<file path="config.mk">
export PLATFORM = sky130hd
export DESIGN_NAME = adc_seq_ctrl
export DESIGN_NICKNAME = d
export VERILOG_FILES = /design/src/rtl/adc_seq_pkg.sv /design/src/rtl/adc_rst_sync.sv /design/src/rtl/adc_trig_sel.sv /design/src/rtl/adc_seq_bounds.sv /design/src/rtl/adc_result_stage.sv /design/src/rtl/adc_seq_ctrl.sv
export SDC_FILE = /design/constraint.sdc
export NUM_CORES = 1
export LEC_CHECK = 0
export BUFFER_PORTS_ARGS = -buffer_cell sky130_fd_sc_hd__clkbuf_2
export CAP_MARGIN = 20
export CELL_PAD_IN_SITES_DETAIL_PLACEMENT = 0
export CELL_PAD_IN_SITES_GLOBAL_PLACEMENT = 2
export CORE_AREA = 2 2 96 98
export DETAILED_ROUTE_END_ITERATION = 6
export DIE_AREA = 0 0 98 100
export PLACE_DENSITY_LB_ADDON = 0.1
export SETUP_SLACK_MARGIN = 0.5
export SLEW_MARGIN = 20
export SYNTH_ARGS = -nofsm -noshare
export SYNTH_HDL_FRONTEND = slang
export SYNTH_SLANG_ARGS = --single-unit
</file>
<file path="constraint.sdc">
create_clock -name clk -period 2.3 [get_ports clk]
set_clock_uncertainty 0.2 [all_clocks]
set_input_delay 0.345 -clock clk [delete_from_list [all_inputs] [get_ports clk]]
set_output_delay 0.345 -clock clk [all_outputs]
set_load 0.01 [all_outputs]
</file>
<file path="src/rtl/adc_seq_pkg.sv">
package adc_seq_pkg;
  localparam int CH_W  = 4;
  localparam int REF_W = 2;
  localparam int DEC_W = 2;
  localparam int NPIN  = 8;

  typedef enum logic [1:0] {
    ST_IDLE = 2'b00,
    ST_SCAN = 2'b01,
    ST_WAIT = 2'b10
  } seq_state_e;

  typedef enum logic [1:0] {
    TRG_PIN   = 2'b00,
    TRG_CONT  = 2'b01,
    TRG_TIMER = 2'b10,
    TRG_SW    = 2'b11
  } trig_sel_e;

  // Single-ended codes need their own pin, pair codes need both pins,
  // internal sources need none.
  function automatic logic chan_usable(input logic [CH_W-1:0] ch,
                                       input logic [NPIN-1:0] en);
    logic ok;
    if (ch < 4'd8)       ok = en[ch[2:0]];
    else if (ch < 4'd12) ok = en[{ch[1:0], 1'b0}] & en[{ch[1:0], 1'b1}];
    else                 ok = 1'b1;
    return ok;
  endfunction
endpackage

</file>
<file path="src/rtl/adc_rst_sync.sv">
module adc_rst_sync #(
  parameter int STAGES = 2
) (
  input  logic clk,
  input  logic rst_n,
  output logic rst_sn
);
  logic [STAGES-1:0] chain_q;

  always_ff @(posedge clk or negedge rst_n) begin
    if (!rst_n) chain_q <= '0;
    else        chain_q <= {chain_q[STAGES-2:0], 1'b1};
  end

  assign rst_sn = chain_q[STAGES-1];
endmodule

</file>
<file path="src/rtl/adc_trig_sel.sv">
module adc_trig_sel
  import adc_seq_pkg::*;
#(
  parameter int SYNC_STAGES = 2
) (
  input  logic       clk,
  input  logic       rst_sn,
  input  logic       ext_pin,
  input  logic       timer_evt,
  input  logic       sw_bit,
  input  logic [1:0] trig_sel,
  input  logic       accept,
  output logic       start_evt
);
  logic [SYNC_STAGES-1:0] sync_q, sync_d;
  logic                   prev_q, prev_d;
  logic                   pin_rise;
  logic                   cond;

  always_comb begin
    sync_d = {sync_q[SYNC_STAGES-2:0], ext_pin};
    prev_d = sync_q[SYNC_STAGES-1];
  end

  always_ff @(posedge clk or negedge rst_sn) begin
    if (!rst_sn) begin
      sync_q <= '0;
      prev_q <= 1'b0;
    end else begin
      sync_q <= sync_d;
      prev_q <= prev_d;
    end
  end

  assign pin_rise = sync_q[SYNC_STAGES-1] & ~prev_q;

  always_comb begin
    case (trig_sel)
      TRG_PIN:   cond = pin_rise;
      TRG_CONT:  cond = 1'b1;
      TRG_TIMER: cond = timer_evt;
      default:   cond = sw_bit;
    endcase
    start_evt = accept & cond;
  end
endmodule

</file>
<file path="src/rtl/adc_seq_bounds.sv">
module adc_seq_bounds
  import adc_seq_pkg::*;
(
  input  logic [CH_W-1:0] last_ch,
  output logic [CH_W-1:0] first_ch,
  output logic [CH_W-1:0] final_ch
);
  always_comb begin
    final_ch = last_ch;
    if (last_ch < 4'd8)       first_ch = '0;
    else if (last_ch < 4'd13) first_ch = 4'd8;
    else                      first_ch = last_ch;
  end
endmodule

</file>
<file path="src/rtl/adc_result_stage.sv">
module adc_result_stage
  import adc_seq_pkg::*;
#(
  parameter int RES_W = 14
) (
  input  logic                    clk,
  input  logic                    rst_sn,
  input  logic                    take,
  input  logic signed [RES_W-1:0] result,
  input  logic [CH_W-1:0]         ch,
  input  logic                    rd_hi,
  output logic                    dma_req,
  output logic signed [RES_W-1:0] dma_data,
  output logic [CH_W-1:0]         dma_ch,
  output logic                    eoc
);
  logic                    req_q, req_d;
  logic signed [RES_W-1:0] data_q, data_d;
  logic [CH_W-1:0]         ch_q, ch_d;
  logic                    eoc_q, eoc_d;

  always_comb begin
    req_d  = take;
    data_d = data_q;
    ch_d   = ch_q;
    eoc_d  = eoc_q;
    if (rd_hi) eoc_d = 1'b0;
    if (take) begin
      data_d = result;
      ch_d   = ch;
      eoc_d  = 1'b1;
    end
  end

  always_ff @(posedge clk or negedge rst_sn) begin
    if (!rst_sn) begin
      req_q  <= 1'b0;
      data_q <= '0;
      ch_q   <= '0;
      eoc_q  <= 1'b0;
    end else begin
      req_q <= req_d;
      eoc_q <= eoc_d;
      if (take) begin
        data_q <= data_d;
        ch_q   <= ch_d;
      end
    end
  end

  assign dma_req  = req_q;
  assign dma_data = data_q;
  assign dma_ch   = ch_q;
  assign eoc      = eoc_q;

  // a DMA request always comes with the flag raised
  p_dma_flag_r11: assert property (@(posedge clk) disable iff (!rst_sn)
    dma_req |-> eoc);
  // the DMA request lasts a single cycle
  p_dma_pulse_r11: assert property (@(posedge clk) disable iff (!rst_sn)
    dma_req |=> !dma_req);
endmodule

</file>
<file path="src/rtl/adc_seq_ctrl.sv">
module adc_seq_ctrl
  import adc_seq_pkg::*;
#(
  parameter int RES_W       = 14,
  parameter int SYNC_STAGES = 2,
  parameter int RST_STAGES  = 2
) (
  input  logic                    clk,
  input  logic                    rst_n,
  input  logic                    seq_wr,
  input  logic [3:0]              seq_last,
  input  logic [1:0]              seq_ref,
  input  logic [1:0]              seq_dec,
  input  logic [7:0]              pin_en,
  input  logic [1:0]              trig_sel,
  input  logic                    sw_start_wr,
  input  logic                    ext_pin,
  input  logic                    timer_evt,
  input  logic                    xtra_wr,
  input  logic [3:0]              xtra_ch,
  input  logic [1:0]              xtra_ref,
  input  logic [1:0]              xtra_dec,
  input  logic                    rd_hi,
  input  logic                    conv_done,
  input  logic signed [RES_W-1:0] conv_result,
  output logic                    conv_req,
  output logic [3:0]              conv_ch,
  output logic [1:0]              conv_ref,
  output logic [1:0]              conv_dec,
  output logic                    dma_req,
  output logic signed [RES_W-1:0] dma_data,
  output logic [3:0]              dma_ch,
  output logic                    eoc,
  output logic                    sw_start,
  output logic                    busy
);
  logic rst_sn;

  adc_rst_sync #(.STAGES(RST_STAGES)) u_rst (
    .clk(clk), .rst_n(rst_n), .rst_sn(rst_sn)
  );

  // ---- state -----------------------------------------------------------
  seq_state_e       state_q, state_d;
  logic [CH_W-1:0]  cur_q, cur_d;
  logic [CH_W-1:0]  end_q, end_d;
  logic [REF_W-1:0] act_ref_q, act_ref_d;
  logic [DEC_W-1:0] act_dec_q, act_dec_d;
  logic             xmode_q, xmode_d;
  logic [CH_W-1:0]  sq_last_q, sq_last_d;
  logic [REF_W-1:0] sq_ref_q, sq_ref_d;
  logic [DEC_W-1:0] sq_dec_q, sq_dec_d;
  logic             xp_q, xp_d;
  logic [CH_W-1:0]  xp_ch_q, xp_ch_d;
  logic [REF_W-1:0] xp_ref_q, xp_ref_d;
  logic [DEC_W-1:0] xp_dec_q, xp_dec_d;
  logic             st_bit_q, st_bit_d;
  logic             req_q, req_d;

  logic             active;
  logic             accept;
  logic             start_evt;
  logic             usable;
  logic             finish;
  logic             take;
  logic [CH_W-1:0]  first_ch, final_ch;

  assign active = (state_q != ST_IDLE);
  assign accept = !active && !xp_q;
  assign take   = conv_done && (state_q == ST_WAIT);

  adc_trig_sel #(.SYNC_STAGES(SYNC_STAGES)) u_trig (
    .clk(clk), .rst_sn(rst_sn), .ext_pin(ext_pin), .timer_evt(timer_evt),
    .sw_bit(st_bit_q), .trig_sel(trig_sel), .accept(accept),
    .start_evt(start_evt)
  );

  adc_seq_bounds u_bounds (
    .last_ch(sq_last_q), .first_ch(first_ch), .final_ch(final_ch)
  );

  assign usable = xmode_q | chan_usable(cur_q, pin_en);

  // ---- next state ------------------------------------------------------
  always_comb begin
    state_d   = state_q;
    cur_d     = cur_q;
    end_d     = end_q;
    act_ref_d = act_ref_q;
    act_dec_d = act_dec_q;
    xmode_d   = xmode_q;
    sq_last_d = sq_last_q;
    sq_ref_d  = sq_ref_q;
    sq_dec_d  = sq_dec_q;
    xp_d      = xp_q;
    xp_ch_d   = xp_ch_q;
    xp_ref_d  = xp_ref_q;
    xp_dec_d  = xp_dec_q;
    st_bit_d  = st_bit_q;
    req_d     = 1'b0;
    finish    = 1'b0;

    case (state_q)
      ST_IDLE: begin
        if (xp_q) begin
          state_d   = ST_SCAN;
          cur_d     = xp_ch_q;
          end_d     = xp_ch_q;
          act_ref_d = xp_ref_q;
          act_dec_d = xp_dec_q;
          xmode_d   = 1'b1;
          xp_d      = 1'b0;
        end else if (start_evt) begin
          state_d   = ST_SCAN;
          cur_d     = first_ch;
          end_d     = final_ch;
          act_ref_d = sq_ref_q;
          act_dec_d = sq_dec_q;
          xmode_d   = 1'b0;
        end
      end
      ST_SCAN: begin
        if (usable) begin
          req_d   = 1'b1;
          state_d = ST_WAIT;
        end else if (cur_q == end_q) begin
          finish  = 1'b1;
        end else begin
          cur_d   = cur_q + 4'd1;
        end
      end
      ST_WAIT: begin
        if (conv_done) begin
          if (cur_q == end_q) begin
            finish  = 1'b1;
          end else begin
            cur_d   = cur_q + 4'd1;
            state_d = ST_SCAN;
          end
        end
      end
      default: state_d = ST_IDLE;
    endcase

    if (finish) begin
      state_d = ST_IDLE;
      if (!xmode_q) st_bit_d = 1'b0;
    end

    if (seq_wr && !active) begin
      sq_last_d = seq_last;
      sq_ref_d  = seq_ref;
      sq_dec_d  = seq_dec;
    end

    if (xtra_wr) begin
      xp_d     = 1'b1;
      xp_ch_d  = xtra_ch;
      xp_ref_d = xtra_ref;
      xp_dec_d = xtra_dec;
    end

    if (sw_start_wr && !busy && (trig_sel == TRG_SW)) st_bit_d = 1'b1;
  end

  // ---- registers -------------------------------------------------------
  always_ff @(posedge clk or negedge rst_sn) begin
    if (!rst_sn) begin
      state_q   <= ST_IDLE;
      cur_q     <= '0;
      end_q     <= '0;
      act_ref_q <= '0;
      act_dec_q <= '0;
      xmode_q   <= 1'b0;
      sq_last_q <= '0;
      sq_ref_q  <= '0;
      sq_dec_q  <= '0;
      xp_q      <= 1'b0;
      xp_ch_q   <= '0;
      xp_ref_q  <= '0;
      xp_dec_q  <= '0;
      st_bit_q  <= 1'b0;
      req_q     <= 1'b0;
    end else begin
      state_q  <= state_d;
      cur_q    <= cur_d;
      xp_q     <= xp_d;
      st_bit_q <= st_bit_d;
      req_q    <= req_d;
      if (!active) begin
        end_q     <= end_d;
        act_ref_q <= act_ref_d;
        act_dec_q <= act_dec_d;
        xmode_q   <= xmode_d;
      end
      if (seq_wr && !active) begin
        sq_last_q <= sq_last_d;
        sq_ref_q  <= sq_ref_d;
        sq_dec_q  <= sq_dec_d;
      end
      if (xtra_wr) begin
        xp_ch_q  <= xp_ch_d;
        xp_ref_q <= xp_ref_d;
        xp_dec_q <= xp_dec_d;
      end
    end
  end

  adc_result_stage #(.RES_W(RES_W)) u_res (
    .clk(clk), .rst_sn(rst_sn), .take(take), .result(conv_result),
    .ch(cur_q), .rd_hi(rd_hi), .dma_req(dma_req), .dma_data(dma_data),
    .dma_ch(dma_ch), .eoc(eoc)
  );

  assign conv_req = req_q;
  assign conv_ch  = cur_q;
  assign conv_ref = act_ref_q;
  assign conv_dec = act_dec_q;
  assign sw_start = st_bit_q;
  assign busy     = active | xp_q;

  // ---- assertions ------------------------------------------------------
  // request is a single-cycle pulse
  p_req_pulse_r10: assert property (@(posedge clk) disable iff (!rst_sn)
    conv_req |=> !conv_req);
  // channel held while the converter works
  p_ch_hold_r10: assert property (@(posedge clk) disable iff (!rst_sn)
    (state_q == ST_WAIT && $past(state_q == ST_WAIT)) |-> $stable(conv_ch));
  // done pulses only answer an outstanding request (input assumption)
  p_done_waiting_r10: assert property (@(posedge clk) disable iff (!rst_sn)
    conv_done |-> (state_q == ST_WAIT));
  // reference and decimation frozen for the whole run
  p_cfg_frozen_r9: assert property (@(posedge clk) disable iff (!rst_sn)
    (active && $past(active)) |-> ($stable(conv_ref) && $stable(conv_dec)));
  // no sequence request for a disabled single-ended pin
  p_skip_masked_r4: assert property (@(posedge clk) disable iff (!rst_sn)
    (conv_req && !xmode_q && conv_ch < 4'd8) |-> pin_en[conv_ch[2:0]]);
endmodule

</file>
==> Implementation_results.wiki <==
{| class="wikitable"
! Metric !! Value
|-
| Max Buffers Root-to-Sink || 2
|-
| Grt met2 use || 22.0%
|-
| Pwr Density || 1420 nW/µm²
|-
| Initial antenna violation count || 0
|-
| Peak per-stage delay on the critical path || between 0.4 and 0.5 ns
|-
| Buffer cell driving the clock tree root || sky130_fd_sc_hd__clkbuf_8
|-
| Global routing usage on met1 || 19.6%
|-
| Number of global-route vias before repair || 2299
|-
| Post-layout instance count excluding filler cells || 463
|-
| Estimated wirelength of the detail-placed design || 4830 µm
|-
| Net Count, Synth || 289
|-
| Proportion of layout cells with a drive suffix above 1 || 56.8%
|-
| Adder and majority gate portion of the synthesized area || slightly above 3%
|-
| Design internal power || 3630 µW
|-
| Highest achievable clock rate || 483 MHz
|-
| Worst Hold Margin || around 0.0062 ns
|-
| Fraction of the mapped netlist area in compound gates || 10.1%
|-
| Hold/Removal Path Class || register to asynchronous set/reset pin
|-
| Most common library cell in the layout ignoring fill and taps || sky130_fd_sc_hd__clkbuf_2
|-
| Final max-slew violation count || 0
|-
| Global-route wire length before repair || 11400 µm
|-
| Crit-path slowest cell || sky130_fd_sc_hd__dfrtp_2
|-
| Share of power burned in registers || a little under a third
|-
| Number of fill cells in the layout || roughly 900
|-
| Number of nets in the final layout || 403
|-
| Y dimension of the die || 100 µm
|-
| RSZ-0062 raised after global routing || true
|-
| XOR/XNOR share of the synthesized area || 1.24%
|-
| Via count normalized by instance count || approximately 4.8
|-
| Starting density of the core || 31.9%
|-
| Routing layer with the top usage in global route || met2
|-
| Part of the total power dissipated in the clock network || a little under a fifth
|-
| Top library cells by usage in the layout, fill and taps aside || sky130_fd_sc_hd__clkbuf_2, sky130_fd_sc_hd__dfrtp_1, sky130_fd_sc_hd__mux2_2
|-
| Core utilization of the finished layout || 45.2%
|-
| Rows || 35
|-
| Post-synth ARST share || between 90% and 100%
|-
| Sw Ratio || 36.3%
|-
| Final WL || about 7000 µm
|-
| Cell area after synthesis || 2840 µm²
|-
| Count of flip-flops with a built-in enable after synthesis || 0
|-
| Clk slew on worst S/H paths || 0.07 ns
|-
| Die X || 98 µm
|-
| Initial DRC Count || 30
|-
| Startpoint type of the worst setup path || register
|-
| Iteration count of the initial detailed-routing pass || 4
|-
| Total I/O pin count || 80
|-
| Detail-routed net length per standard cell || 14.7 µm
|-
| Final-report setup violation count || 0
|-
| LEAKAGE || 0.00191 µW
|-
| Final hold violation count || 0
|-
| CTS tree || done
|-
| Basic-gate share of the synthesized area counting and, or, nand and nor cells || a little over a tenth
|-
| Power consumption || 5700 µW
|-
| Crit Path Max Fanout || 6
|-
| N_diodes || 0
|-
| Aggregate global-route resource usage || 14.8%
|-
| Register area share after synthesis || 52.1%
|-
| Final clock period utilization by the worst path || about nine tenths
|-
| Floorplan core area || 8890 µm²
|-
| Cell breakdown of the critical path || buf_6, mux2i_2, a32oi_2, and2_4, o221a_4, nor2_4, mux2_4
|-
| Area added between synthesis and finish || 41.8%
|-
| Synth Warn # || 0
|-
| Start-to-end type of the worst setup path || register to register
|-
| Total global routing overflow || 0
|-
| Count of mapped cells out of synthesis || 233
|-
| Final routed DRC violation total || 0
|-
| Number of port buffers || approximately 80
|-
| Avg Inst Size Synth || 12.2 µm²
|-
| Total area of sequential cells || ~1500 µm²
|-
| DIE AREA || 9800 µm²
|-
| Post-synthesis cell type count || 50
|-
| Final critical delay including setup and external delays || 2.07 ns
|-
| Result of the run || finished, final reports clean
|-
| Number of vias in the routed layout || 2206
|-
| Number of clock buffers inserted by TritonCTS || 9
|-
| Type of element capturing the critical path || register
|-
| Global placement routability congestion || 0.700
|-
| Clock latency on the worst-skew pair || 0.33 ns
|-
| Multiplexer fraction of the synthesized cell area || 19.9%
|-
| Clock sink count || 59
|-
| Final TNS setup || 0 ns
|-
| Seq cells post-synth || just under 60
|-
| WP data required || between 2 and 2.5 ns
|-
| Number of nets still failing antenna checks after routing || 0
|-
| Met3 routing resource usage after global routing || 4.94%
|-
| Proportion of power drawn by combinational gates || 49.7%
|-
| CTS H-Tree Depth || 3
|-
| Maximum number of pins on one net before global-route repair || 29
|-
| Top FF cell, synth || sky130_fd_sc_hd__dfrtp_1
|-
| Worst IR drop on VDD || around 0.52 mV
|-
| Max-cap violations || 0
|-
| Combinational family with the most area after synthesis || multiplexers
|-
| DP Cell Count || 423
|-
| Switching power of the nets || 2070 µW
|-
| Signal arrival time at the worst endpoint || 2.09 ns
|-
| Multi-input gate area in the final layout || 1450 µm²
|}
[synth_stat cells (2+ instances only)]
cell type | n | share of area, %
sky130_fd_sc_hd__a211oi_1 | 2 | 0.53
sky130_fd_sc_hd__a21oi_1 | 5 | 0.88
sky130_fd_sc_hd__a221oi_1 | 3 | 0.93
sky130_fd_sc_hd__and2_1 | 3 | 0.66
sky130_fd_sc_hd__and3_1 | 3 | 0.66
sky130_fd_sc_hd__buf_2 | 5 | 0.88
sky130_fd_sc_hd__clkbuf_1 | 2 | 0.26
sky130_fd_sc_hd__dfrtp_1 | 59 | 52
sky130_fd_sc_hd__ha_1 | 7 | 3.1
sky130_fd_sc_hd__inv_1 | 7 | 0.93
sky130_fd_sc_hd__mux2_2 | 36 | 14
sky130_fd_sc_hd__mux2_4 | 2 | 1.1
sky130_fd_sc_hd__mux2i_1 | 13 | 4.6
sky130_fd_sc_hd__nand2_1 | 20 | 2.6
sky130_fd_sc_hd__nand2b_1 | 3 | 0.66
sky130_fd_sc_hd__nand3_1 | 3 | 0.53
sky130_fd_sc_hd__nand3b_1 | 3 | 0.79
sky130_fd_sc_hd__nor2_1 | 6 | 0.79
sky130_fd_sc_hd__nor2b_1 | 2 | 0.44
sky130_fd_sc_hd__o21ai_0 | 16 | 2.8
sky130_fd_sc_hd__xor2_1 | 4 | 1.2
[area by class of cell]
cell class / count / share of cell area [%]
Clock buffer: 12 / 3.86
Clock inverter: 4 / 1.80
Inverter: 8 / 0.840
Multi-Input combinational cell: 157 / 36.1
Sequential cell: 59 / 36.9
Tap cell: 111 / 3.45
Timing Repair Buffer: 112 / 17.1
[power groups by stage]
| stage | sequential, µW | clock (µW) | combinational, µW |
|---|---|---|---|
| floorplan | 1850 | 0 | 1570 |
| global route | 1840 | 1170 | 3130 |
| global placement | 1820 | 0 | 2290 |
| CTS | 1790 | 1120 | 2650 |
| detailed placement | 1830 | 0 | 2290 |
| finish | 1780 | 1090 | 2830 |
[layer usage]
| layer | share of wire, % | up-vias |
|---|---|---|
| met1 | 46 | 1062 |
| met4 | 2.3 | 0 |
| met5 | 0 | - |
| li1 | - | 1069 |
| met2 | 45 | 61 |
| met3 | 6.4 | 14 |
[critical path, delay by kind of cell (launching register included)]
family	cells	cell delay, ns
muxes	2	0.56
DFF	1	0.42
AOI/OAI and AO/OA	2	0.33
and+or+nand+nor	2	0.29
buffers and inverters	1	0.14
[through the flow]
step	setup WS, ns	area, µm²
6_report	0.229	4020
5_1_grt	0.146	4020
4_1_cts	0.212	3890
3_5_place_dp	0.127	3420
3_3_place_gp	0.173	3420
2_1_floorplan	0.333	2870
[sequential cells by signal, summed over array words and instances, names as in the netlist, 2 cells and up]
register	flops
conv_ch	4
conv_dec	2
conv_ref	2
end_q	4
sq_dec_q	2
sq_last_q	4
sq_ref_q	2
state_q	2
u_res.dma_ch	4
u_res.dma_data	14
u_rst.chain_q	2
u_trig.sync_q	2
xp_ch_q	4
xp_dec_q	2
xp_ref_q	2
[worst paths after layout]
path,startpoint,depth (start not counted),slack (ns),end
worst max-delay path,conv_ch[1]$_DFFE_PN0P_,7,0.23,conv_ch[0]$_DFFE_PN0P_
worst min-delay path,u_rst.chain_q[1]$_DFF_PN0_,0,0.006,sq_ref_q[1]$_DFFE_PN0P_
worst max register to register,conv_ch[1]$_DFFE_PN0P_,7,0.23,conv_ch[0]$_DFFE_PN0P_
worst min register to register,u_rst.chain_q[1]$_DFF_PN0_,0,0.006,sq_ref_q[1]$_DFFE_PN0P_
max in group asynchronous,u_rst.chain_q[1]$_DFF_PN0_,1,1.34,sq_last_q[1]$_DFFE_PN0P_
min in group clk,conv_result[13],2,0.04,u_res.dma_data[13]$_DFFE_PN0P_
[cells by family after synthesis]
logic type               Yosys count
XOR/XNOR                           4
buffers and inverters             17
AND/OR/NAND/NOR                   54
other                              1
AO/OA/AOI/OAI                     40
flip-flops                        59
multiplexers                      51
adder cells (fa/ha/maj)            7
[repair_timing]
item / CTS / global route
gates cloned: 0 / 0
pin swaps: 6 / 4
endpoints found under the hold margin: 4 / 0
endpoints found under the setup margin: 22 / 39
hold buffers: 3 / 0
setup buffers: 14 / 7
gates resized for setup: 23 / 17
Power figures use the tool's default switching activity.
